## src/rtl/ba_pkg.sv

```systemverilog
package ba_pkg;
  localparam int BEAT_W = 2;
  typedef logic [BEAT_W-1:0] beat_t;

  function automatic beat_t lin_low(input beat_t s, input beat_t k);
    return beat_t'(s + k);
  endfunction

  function automatic beat_t ilv_low(input beat_t s, input beat_t k);
    return s ^ k;
  endfunction
endpackage

```

## src/rtl/ba_start_reg.sv

```systemverilog
module ba_start_reg #(
  parameter int AW = 17
) (
  input  logic          clk,
  input  logic          rst,
  input  logic          load,
  input  logic [AW-1:0] start_in,
  input  logic          mode_in,
  output logic [AW-1:0] base_q,
  output logic          mode_q,
  output logic          live_q
);
  always_ff @(posedge clk) begin
    if (rst) begin
      base_q <= '0;
      mode_q <= 1'b0;
      live_q <= 1'b0;
    end else if (load) begin
      base_q <= start_in;
      mode_q <= mode_in;
      live_q <= 1'b1;
    end
  end
endmodule

```

## src/rtl/ba_beat_ctr.sv

```systemverilog
module ba_beat_ctr
  import ba_pkg::*;
(
  input  logic  clk,
  input  logic  rst,
  input  logic  load,
  input  logic  step,
  output beat_t cnt_q,
  output logic  wrap
);
  assign wrap = step && (cnt_q == '1);

  always_ff @(posedge clk) begin
    if (rst || load) cnt_q <= '0;
    else if (step)   cnt_q <= beat_t'(cnt_q + 1'b1);
  end
endmodule

```

## src/rtl/ba_low_mix.sv

```systemverilog
module ba_low_mix
  import ba_pkg::*;
#(
  parameter bit HAS_INTERLEAVE = 1'b1
) (
  input  beat_t base_low,
  input  beat_t cnt,
  input  logic  mode,
  output beat_t low
);
  generate
    if (HAS_INTERLEAVE) begin : g_both
      assign low = mode ? ilv_low(base_low, cnt) : lin_low(base_low, cnt);
    end else begin : g_lin
      logic unused_mode;
      assign unused_mode = mode;
      assign low = lin_low(base_low, cnt);
    end
  endgenerate
endmodule

```

## src/rtl/burst_addr_gen.sv

```systemverilog
module burst_addr_gen
  import ba_pkg::*;
#(
  parameter int AW = 17
) (
  input  logic          clk,
  input  logic          rst,
  input  logic          strobe_p_n,
  input  logic          strobe_c_n,
  input  logic          advance_n,
  input  logic          order_interleave,
  input  logic [AW-1:0] start_addr,
  output logic [AW-1:0] beat_addr,
  output logic          last_beat
);
  localparam int UPPER_W = AW - BEAT_W;

  logic          load_evt;
  logic          step_evt;
  logic          wrap_evt;
  logic [AW-1:0] base_q;
  logic          mode_q;
  logic          live_q;
  beat_t         cnt_q;
  beat_t         low_bits;

  assign load_evt = !strobe_p_n || !strobe_c_n;
  assign step_evt = !load_evt && !advance_n && live_q;

  ba_start_reg #(.AW(AW)) u_start (
    .clk(clk), .rst(rst), .load(load_evt), .start_in(start_addr),
    .mode_in(order_interleave), .base_q(base_q), .mode_q(mode_q), .live_q(live_q)
  );

  ba_beat_ctr u_ctr (
    .clk(clk), .rst(rst), .load(load_evt), .step(step_evt),
    .cnt_q(cnt_q), .wrap(wrap_evt)
  );

  ba_low_mix #(.HAS_INTERLEAVE(1'b1)) u_mix (
    .base_low(base_q[BEAT_W-1:0]), .cnt(cnt_q), .mode(mode_q), .low(low_bits)
  );

  logic [UPPER_W-1:0] upper_bits;
  assign upper_bits = base_q[AW-1:BEAT_W];
  assign beat_addr  = {upper_bits, low_bits};
  assign last_beat  = live_q && (cnt_q == '1);
endmodule

```

## config.mk

```make
export PLATFORM = sky130hd
export DESIGN_NAME = burst_addr_gen
export DESIGN_NICKNAME = d
export VERILOG_FILES = /design/src/rtl/ba_pkg.sv /design/src/rtl/ba_start_reg.sv /design/src/rtl/ba_beat_ctr.sv /design/src/rtl/ba_low_mix.sv /design/src/rtl/burst_addr_gen.sv
export SDC_FILE = /design/constraint.sdc
export NUM_CORES = 1
export LEC_CHECK = 0
export BUFFER_PORTS_ARGS = -buffer_cell sky130_fd_sc_hd__buf_2
export CAP_MARGIN = 20
export CORE_UTILIZATION = 39
export DETAILED_ROUTE_END_ITERATION = 12
export PLACE_DENSITY = 0.73
export SLEW_MARGIN = 40
export SYNTH_ARGS = -nofsm -noshare
export SYNTH_HDL_FRONTEND = slang
export SYNTH_HIERARCHICAL = 1
export SYNTH_SLANG_ARGS = --single-unit
```

## constraint.sdc

```tcl
create_clock -name clk -period 0.9 [get_ports clk]
set_input_delay 0.09 -clock clk [delete_from_list [all_inputs] [get_ports clk]]
set_output_delay 0.09 -clock clk [all_outputs]
set_load 0.02 [all_outputs]
```

==> flow_summary.toml <==
[run_status]
status = "finished with violations"
violations = "setup timing"

[sta]
worst_slew_pin_slew_ns = 0.393
slew_headroom = 0.738
fin_crit_sh = 1.47
rsz0062_at_grt = "true"
max_freq_mhz = 758
finalClockSkew_ns = 0.000322
finalMaxSlewViolations = 0
fin_ws_ns = -0.419
setup_tns_ns = -1.20
final-hold-violation-count = 0
fin_crit_ns = 1.32
setup_viol = 5

[grt]
track_usage = 0.145
grt_start_max_net_pins = 22
grt_pass1_vias = 582
grt_overflow = 0
grt_pass1_wl_um = 2330
antenna_found_initial = 0

[critical_path]
regToRegStartpoint = "u_ctr/cnt_q[0]"
cp_max_fo = 2
cp_cell_sequence = "ha_4, nor2b_4, xnor2_4, buf_6"
critPathArrivalTime_ns = 1.23
r2r-end = "u_ctr/cnt_q[1]"
r2r_cells = 4
cp-startpoint = "u_start/base_q[0]"
path_buf_inv = 1
critPathSlowestCell = "dfxtp_2"
cp_data_required_time_ns = 0.81
path_class = "reg2out"
worst-r2r-setup-slack_ns = -0.21
cp_top_family = "flip-flops"
path_depth = 4
worstSetupStartpointType = "register"
slowest_delay_ns = 0.37
end_kind = "output port"

[power]
vdd_drop_max_mv = 1.01
powerDensity_nw_per_um2 = 1440
p_leak_uw = 0.000652

[placed_design]
portBuffers = 40
globalplace.congestion = 0.692
hpwl_um = 1120
dpl_cell_area_sq_um = 1090

[clock_tree]
clk_latency_ns = 0.29
clk_pin_slew_ns = 0.11
cts_buffers = 3
cts_num_sinks = 21
cts_tree = "built"
cts_buffer_depth = 2
h-tree-depth = 1
cts_root_buf = "clkbuf_4"

[die]
floorplan.initialDensity = 0.416
rows = 16
dieHeight_um = 48.0
die_w_um = 48.0
coreArea_sq_um = 1980
die-area_sq_um = 2300
num_io_pins = 41

[layout]
nets = 147
areaGrowthSynthToFinish_pct = 52.2
diodes = 0
multi_input_area_sq_um = 423
register_area_sq_um = 444
drive_gt1_frac = 0.636
fillCellCount = 176
fin_area_sq_um = 1250

[route]
drt-total-wl_um = 1610
post_drt_via_cell_ratio = 4.59
vias = 679
wl_per_cell_um = 10.9
drt_iter0_drc = 1
drcViolationCount = 0
drtPass1Iterations = 2
ant_nets = 0

[hold_path]
hold_end = "u_start/base_q[15]"
min_from = "start_addr[15]"
worst_hold_path_type = "in2reg"
hold_depth = 3

[flow_run]
max-cap-violations = 0

[synthesis]
yosys_warnings = 6
netlist_area_sq_um = 825
synthesis.nets = 100
synth_cells = 75
synth_area_per_cell_sq_um = 11.0
[worst min-delay path, stage by stage]
cell	delay (ns)
buf_2	0.07
mux2i_1	0.05
nor2_1	0.07
[repair_timing]
action / CTS / global route
pin swaps: 1 / 2
hold buffers: 0 / 0
setup endpoints to repair: 19 / 20
resized for setup: 26 / 22
buffers inserted: 1 / 0
[worst max path at each step]
| stage | end | slack (ns) |
|---|---|---|
| floorplan | u_ctr/cnt_q[1] | -0.01 |
| global placement | beat_addr[1] | -0.13 |
| detailed placement | beat_addr[1] | -0.15 |
| CTS | beat_addr[1] | -0.42 |
| global route | beat_addr[1] | -0.48 |
| finish | beat_addr[1] | -0.42 |
[where the power goes]
group	internal (uW)	switching, uW
sequential	994	35.2
combinational	182	167
clock	172	262
[stage by stage]
step / setup slack, ns / instances / hold WS, ns / util / power (uW)
2_1_floorplan: -0.0149 / 75 / 0.153 / - / 1230
3_3_place_gp: -0.128 / 143 / 0.324 / 0.552 / 1330
3_5_place_dp: -0.145 / 143 / 0.331 / 0.552 / 1340
4_1_cts: -0.419 / 148 / 0.0133 / 0.611 / 1820
5_1_grt: -0.484 / 148 / 0.0166 / 0.633 / 1910
6_report: -0.419 / 148 / 0.0250 / 0.633 / 1810
[flip-flops by register name, summed over array words and instances (netlist names)]
signal / count
u_ctr/cnt_q: 2
u_start/base_q: 17
u_start/live_q: 1
u_start/mode_q: 1
[cells in the final DEF, fill, tap and decap left out]
| master | count |
|---|---|
| and3_4 | 1 |
| and4b_2 | 1 |
| buf_2 | 22 |
| buf_4 | 14 |
| buf_6 | 10 |
| clkbuf_1 | 1 |
| clkbuf_4 | 3 |
| dfxtp_1 | 2 |
| dfxtp_2 | 19 |
| ha_1 | 1 |
| ha_4 | 1 |
| mux2i_1 | 19 |
| nand2_1 | 1 |
| nor2_1 | 20 |
| nor2b_4 | 1 |
| nor3_2 | 2 |
| xnor2_2 | 2 |
| xnor2_4 | 1 |
[final cells by class]
type	count	area share
flip-flops and latches	21	0.354
multi-input cells	50	0.337
repair buffers	46	0.261
clock buffers	4	0.0209
well taps	27	0.0269
[metal layers]
metal / share of wire / GRT usage / up-vias / wire (um)
met4: 0.0056 / 0.0667 / 0 / 9
met1: 0.43 / 0.177 / 312 / 701
li1: - / - / 343 / -
met2: 0.50 / 0.246 / 22 / 814
met5: 0 / 0 / - / 0
met3: 0.053 / 0.0264 / 2 / 86
(Power assumes the default switching activity.)
